**config.mk**
```make
export PLATFORM = sky130hd
export DESIGN_NAME = uart_irq_ident
export DESIGN_NICKNAME = d
export VERILOG_FILES = /design/src/rtl/uart_irq_ident.sv
export SDC_FILE = /design/constraint.sdc
export NUM_CORES = 1
export LEC_CHECK = 0
export BUFFER_PORTS_ARGS = -buffer_cell sky130_fd_sc_hd__buf_2
export CELL_PAD_IN_SITES_DETAIL_PLACEMENT = 1
export CELL_PAD_IN_SITES_GLOBAL_PLACEMENT = 1
export CORE_MARGIN = 8
export CORE_UTILIZATION = 26
export DETAILED_ROUTE_END_ITERATION = 10
export PLACE_DENSITY = 0.85
export REMOVE_ABC_BUFFERS = 1
export SYNTH_ARGS = -nofsm -noshare
export SYNTH_HDL_FRONTEND = slang
export SYNTH_SLANG_ARGS = --single-unit
```
**constraint.sdc**
```tcl
create_clock -name clk -period 2.4 [get_ports clk]
set_clock_uncertainty 0.2 [all_clocks]
set_input_delay 0 -clock clk [delete_from_list [all_inputs] [get_ports clk]]
set_output_delay 0 -clock clk [all_outputs]
set_load 0.03 [all_outputs]
```
**src/rtl/uart_irq_ident.sv**
```systemverilog
module uart_irq_ident #(
  parameter int CNT_W   = 5,
  parameter int TRIG_L0 = 1,
  parameter int TRIG_L1 = 4,
  parameter int TRIG_L2 = 8,
  parameter int TRIG_L3 = 14
) (
  input  logic             clk,
  input  logic             rst_n,
  input  logic             fifo_en,
  input  logic [3:0]       ier,
  input  logic [1:0]       line_err_lvl,
  input  logic             ovr_set,
  input  logic             brk_set,
  input  logic             lsr_rd,
  output logic [3:0]       lsr_err,
  input  logic             rx_ready,
  input  logic [CNT_W-1:0] rx_count,
  input  logic [1:0]       trig_sel,
  input  logic             tmo_pend,
  input  logic             thr_empty,
  input  logic             thr_wr,
  input  logic [3:0]       msr_delta,
  input  logic             iir_rd,
  output logic [7:0]       iir,
  output logic             irq
);

  localparam logic [3:0] ID_NONE = 4'h1;
  localparam logic [3:0] ID_LINE = 4'h6;
  localparam logic [3:0] ID_TMO  = 4'hC;
  localparam logic [3:0] ID_RXD  = 4'h4;
  localparam logic [3:0] ID_THR  = 4'h2;
  localparam logic [3:0] ID_MDM  = 4'h0;

  logic ovr_q, brk_q, pend_q, thr_empty_q, ier_thr_q, irq_q;
  logic [CNT_W-1:0] trig_lvl;
  logic [3:0] code;

  assign lsr_err = {brk_q, line_err_lvl[1], line_err_lvl[0], ovr_q};

  always_comb begin
    case (trig_sel)
      2'd0:    trig_lvl = CNT_W'(TRIG_L0);
      2'd1:    trig_lvl = CNT_W'(TRIG_L1);
      2'd2:    trig_lvl = CNT_W'(TRIG_L2);
      default: trig_lvl = CNT_W'(TRIG_L3);
    endcase
  end

  wire src_line = ier[2] & (|lsr_err);
  wire src_tmo  = ier[0] & tmo_pend;
  wire src_rxd  = ier[0] & rx_ready & (~fifo_en | (rx_count >= trig_lvl));
  wire src_thr  = ier[1] & pend_q;
  wire src_mdm  = ier[3] & (|msr_delta);

  always_comb begin
    if (src_line)     code = ID_LINE;
    else if (src_tmo) code = ID_TMO;
    else if (src_rxd) code = ID_RXD;
    else if (src_thr) code = ID_THR;
    else if (src_mdm) code = ID_MDM;
    else              code = ID_NONE;
  end

  assign iir = {{2{fifo_en}}, 2'b00, code};
  assign irq = irq_q;

  wire ier_thr_chg = ier[1] ^ ier_thr_q;
  wire thr_rise    = thr_empty & ~thr_empty_q;

  always_ff @(posedge clk or negedge rst_n) begin
    if (!rst_n) begin
      pend_q      <= 1'b0;
      thr_empty_q <= 1'b0;
      ier_thr_q   <= 1'b0;
      ovr_q       <= 1'b0;
      brk_q       <= 1'b0;
      irq_q       <= 1'b0;
    end else begin
      thr_empty_q <= thr_empty;
      ier_thr_q   <= ier[1];
      irq_q       <= (code != ID_NONE);
      if (ier_thr_chg)                     pend_q <= ier[1] & thr_empty;
      else if (thr_wr)                     pend_q <= 1'b0;
      else if (iir_rd && code == ID_THR)   pend_q <= 1'b0;
      else if (thr_rise)                   pend_q <= 1'b1;
      if (ovr_set)     ovr_q <= 1'b1;
      else if (lsr_rd) ovr_q <= 1'b0;
      if (brk_set)     brk_q <= 1'b1;
      else if (lsr_rd) brk_q <= 1'b0;
    end
  end

endmodule


```
## After elaboration in Yosys (flattened, before gate mapping)

Index checks and enable logic that the tools add are counted.
W data, S select, Z words.

| word-level totals | value |
|---|---|
| flip-flop bits (word level) | 6 |
| bits in latches | 0 |
| bits in writable memories | 0 |
| memory bits (read-only) | 0 |
| input port bits | 28 |
| output and inout port bits | 13 |
| logic and storage cells | 43 |
| memories kept | 0 |

| cells by class | value |
|---|---|
| $add $sub $neg | 0 |
| multiply operators | 0 |
| div/mod/pow operators | 0 |
| magnitude comparators | 1 |
| equal/unequal tests | 4 |
| shift-type cells | 0 |
| mux-type cells | 13 |
| bitwise operators | 12 |
| reduce and logical (&&, ||, !) cells | 7 |

Operators by type and width:

| kind | count |
|---|---|
| $pmux W4 S3 | 1 |
| $and A1 B1 Y1 | 8 |
| $mux W1 | 8 |
| $mux W4 | 2 |
| $reduce_or A4 Y1 | 2 |
| $ge A5 B5 Y1 | 1 |
| $eq A4 B2 Y1 const B | 1 |
| $ne A4 B1 Y1 const B | 1 |
| $reduce_bool A2 Y1 | 2 |
| $reduce_bool A4 Y1 | 1 |
| $mux W3 | 1 |
| $eq A2 B1 Y1 const B | 1 |
| $eq A2 B2 Y1 const B | 1 |
| $logic_not A2 Y1 | 1 |
| $mux W2 | 1 |
| $not A1 Y1 | 2 |
| $logic_and A1 B1 Y1 | 1 |
| $or A1 B1 Y1 | 1 |
| $xor A1 B1 Y1 | 1 |

## Logic depth before layout (Yosys ltp)

| depth | value |
|---|---|
| word-level depth | 13 |
| depth in mapped cells | 6 |

## Worst setup path before layout

Ideal clock, no wire load.

| timing | value |
|---|---|
| path type | in2out |
| from | input trig_sel[0] |
| to | output iir[1] |
| arrival time | 1.525 ns |
| required time | 2.200 ns |
| setup slack | 0.675 ns |
| stages on the path | 6 |
| path buffers | 0 |
| cell sequence | inv_1 -> ha_1 -> a21oi_1 -> o21ai_0 -> and4_1 -> o31ai_1 |

| between the ends | value |
|---|---|
| cells in the longest elaborated chain, start to end | 8 |
| elaborated cells on any way between the ends | 10 |
| those cells by class | 1 x order compare; 2 x eq/ne; 4 x mux; 2 x bitwise; 1 x reduce/logical |

Ends and longest elaborated chain:

| item | RTL line | source |
|---|---|---|
| start, declared | 19 | `input logic [1:0] trig_sel,` |
| $eq A2 B2 Y1 (tied with other cells) | 43 | `case (trig_sel)` |
| $pmux W4 S3 (*) | 43 |  |
| $ge A5 B5 Y1 (*) | 53 | `wire src_rxd = ier[0] & rx_ready & (~fifo_en \| (rx_count >= trig_lvl));` |
| $or A1 B1 Y1 (*) | 53 |  |
| $and A1 B1 Y1 (*) | 53 |  |
| $mux W3 (*) | 60 | `else if (src_rxd) code = ID_RXD;` |
| $mux W4 (*) | 59 | `else if (src_tmo) code = ID_TMO;` |
| $mux W4 (*) | 58 | `if (src_line) code = ID_LINE;` |
| end, declared | 25 | `output logic [7:0] iir,` |

Every way passes the cells marked *; elsewhere a longest branch is shown, timed or not.

## Worst setup path in the final report

| timing | value |
|---|---|
| from | register ovr_q |
| to | register pend_q |

| between the ends | value |
|---|---|
| cells in the longest elaborated chain, start to end | 8 |
| elaborated cells on any way between the ends | 9 |
| those cells by class | 1 x eq/ne; 4 x mux; 1 x bitwise; 3 x reduce/logical |

Ends and longest elaborated chain:

| item | RTL line | source |
|---|---|---|
| start, declared | 36 | `logic ovr_q, brk_q, pend_q, thr_empty_q, ier_thr_q, irq_q;` |
| start signal, assigned | 77 | `ovr_q <= 1'b0;` |
| start signal, assigned | 88 | `if (ovr_set) ovr_q <= 1'b1;` |
| start signal, assigned | 89 | `else if (lsr_rd) ovr_q <= 1'b0;` |
| $reduce_or A4 Y1 (*) | 51 | `wire src_line = ier[2] & (\|lsr_err);` |
| $and A1 B1 Y1 (*) | 51 |  |
| $mux W4 (*) | 58 |  |
| $eq A4 B2 Y1 (*) | 86 | `else if (iir_rd && code == ID_THR) pend_q <= 1'b0;` |
| $logic_and A1 B1 Y1 (*) | 86 |  |
| $mux W1 | 86 |  |
| $mux W1 | 85 | `else if (thr_wr) pend_q <= 1'b0;` |
| $mux W1 | 84 | `if (ier_thr_chg) pend_q <= ier[1] & thr_empty;` |
| end signal, assigned | 84 |  |
| end, declared | 36 |  |

Marks and branches as above.
A chain may end at the register's enable or synchronous reset.

==> metrics <==
status finished clean; die area about 3500 um^2; CTS tree yes; H-Tree Depth 1; Worst EP required ~2300 ps; DR WL/cell about 14 um; drt via density around 4.5; first-pass GRT wire length around 2900 um; Peak supply drop 0.2150 mV; Cell Pwr Density slightly above 400 nW/um^2; grt ovf 0; DP Worst Slack approximately 670 ps; Sequential Area ~150 um^2; slowest cell on the critical path dlygate4sd3_1; synth cell count leaders 8 x buf_4, 8 x inv_1, 6 x dfrtp_1; Site Rows 15; sequential area share after synthesis between 30% and 40%; Global Route Usage Sum between 10% and 20%; Synth Area in Simple Gates between 10 and 15%; Antenna Violating Nets Remaining 0; Max Slew Vio Count 0; dominant cell type by area after synthesis dfrtp_1; CP Buf/Inv Count 1; Fillers between 200 and 250; initial cell density of the core 28.17%; post-synthesis adder-cell area fraction roughly a tenth; Detailed Route Iter0 Violations 5; EDFF count, synth 0; most common flop cell mapped by yosys dfrtp_1; Reg clk slew, reported paths approximately 40 ps; number of library cell types mapped by synthesis 25; Core ar. between 1500 and 2000 um^2; Seq cells post-synth 6; Synth Area per Inst 9.106 um^2; post-CTS sizing 0; clock sink count 6; fraction of registers with async set or reset after synthesis between 90% and 100%; largest cells by area after synthesis dfrtp_1 31%, buf_4 12%, ha_1 10%; # setup viols final 0; Final min period 2172 ps; Syn. warnings 0; Post-CTS Repair Setup Buffers 0; Max FO, Critical Path 4; largest family of logic cells by synthesized area compound AO/OA/AOI/OAI gates; width of the die approximately 59 um; Crit. End Element register; area of the multi-input gates between 200 and 300 um^2; Synth top area share 30.53%; GP Congestion about 0.76; Startpoint Class register; CP Class reg -> reg; via count around 560; hold crit path type in -> out; area growth from synthesis to layout 64.63%; post-DP HPWL 1478 um; CP max stage delay ~570 ps; total CTS buffers 3; share of cells above drive strength 1 a little over two fifths; Period Utilization, post-route 90.49%; DRT Pass-1 Iters 4; max-cap violations 0; Cell Area, Synth between 400 and 500 um^2; IO Pins just over 40; CP Data Arrival Time approximately 2100 ps; total wire length about 1800 um; RSZ-0062 raised after global routing no; mux share of post-synthesis cell area 0%; Gate Count Post-Synth 54; Max Root-Sink Buffers 2; Root Buffer clkbuf_4; highest clock rate between 400 and 500 MHz; setup_tns 0 ps; Clock Latency Late Sink approximately 240 ps; Compound-Gate Fraction of Synth Area about 25%; largest net degree at the start of global routing 7; gr busiest metal met2; Die Ht just under 60 um; Synth Area in XOR/XNOR 0%; Tot Pwr 329.5 uW; DRC violations left 0; port bufs 38; worst-path cell chain o41ai_4, o21ai_1, a41oi_2, a32oi_1, dlygate4sd3_1; final net count around 140; met1 Use GR under 10%; # diodes 0; final hold violation count 0; leak pwr 0.4327 nW; met3 Use GR around 4.8%; vias in the first global route 678; GR Layer Usage met2 between 20% and 30%; Crit path max-delay family compound AO/OA/AOI/OAI gates; initial antenna violation count 0; Post-CTS Hold Fix Bufs 13; Setup WS post-layout around 230 ps
cells by family (layout without fill, tap and decap cells):
kind of cell | count (synthesis) | in the layout
compound gates | 14 | 14
fa+ha+maj | 4 | 4
buf+inv | 16 | 62
flops | 6 | 6
other cells | 1 | 2
simple gates | 13 | 13
area by class of cell:
cell class / count / area share [%]
Clock buffer: 3 / 2.782
Timing Repair Buffer: 51 / 39.57
Inverter: 8 / 3.709
Sequential cell: 6 / 18.55
Multi-Input combinational cell: 33 / 31.53
Tap cell: 25 / 3.864
flip-flops by register name (all words and copies together), names as in the netlist:
name and cells:
brk_q 1, ier_thr_q 1, irq 1, ovr_q 1, pend_q 1, thr_empty_q 1
worst paths after layout:
check	cells after the start	slack, ps	end	start
worst min-delay path	2	80	iir[7]	fifo_en
worst min register to register	2	900	brk_q	brk_q
max in group asynchronous	3	1260	pend_q	rst_n
worst max register to register	5	230	pend_q	ovr_q
min in group asynchronous	3	520	thr_empty_q	rst_n
worst max-delay path	5	230	pend_q	ovr_q
routing by layer:
layer	wire length, um	part of all wire (%)
met1	590	32
met4	19	1.0
met2	1059	58
met3	150	8.2
met5	0	0
cells in the final DEF (no fill, tap or decap):
cell	count
buf_2	38
dlygate4sd3_1	13
inv_1	8
dfrtp_1	6
ha_1	4
nand2_1	3
clkbuf_4	3
nor2_1	2
a21oi_1	2
o21ai_0	2
nand3_1	2
a21o_1	2
conb_1	2
nor2b_1	1
nor4b_1	1
o41ai_4	1
o21ai_1	1
a41oi_2	1
and4_1	1
o31ai_1	1
o41ai_1	1
and3_1	1
and3_2	1
nand2b_1	1
a22o_1	1
o211ai_1	1
a32oi_1	1
stage by stage:
| step | instances | instance area, um^2 | utilization [%] | hold slack, ps |
|---|---|---|---|---|
| 2_1_floorplan | 47 | 435.4 | - | -495.6 |
| 3_3_place_gp | 110 | 656.9 | 37.63 | -372.5 |
| 3_5_place_dp | 110 | 656.9 | 37.63 | -370.0 |
| 4_1_cts | 126 | 809.5 | 46.38 | 80.44 |
| 5_1_grt | 126 | 809.5 | 46.38 | 84.78 |
| 6_report | 126 | 809.5 | 46.38 | 77.69 |
power breakdown:
| part | total, mW | internal, mW | switching (mW) |
|---|---|---|---|
| registers | 0.113 | 0.108 | 0.00496 |
| logic | 0.127 | 0.0569 | 0.0702 |
| clock network | 0.0894 | 0.0563 | 0.0330 |
| total | 0.330 | 0.221 | 0.108 |
(Power assumes the default switching activity.)
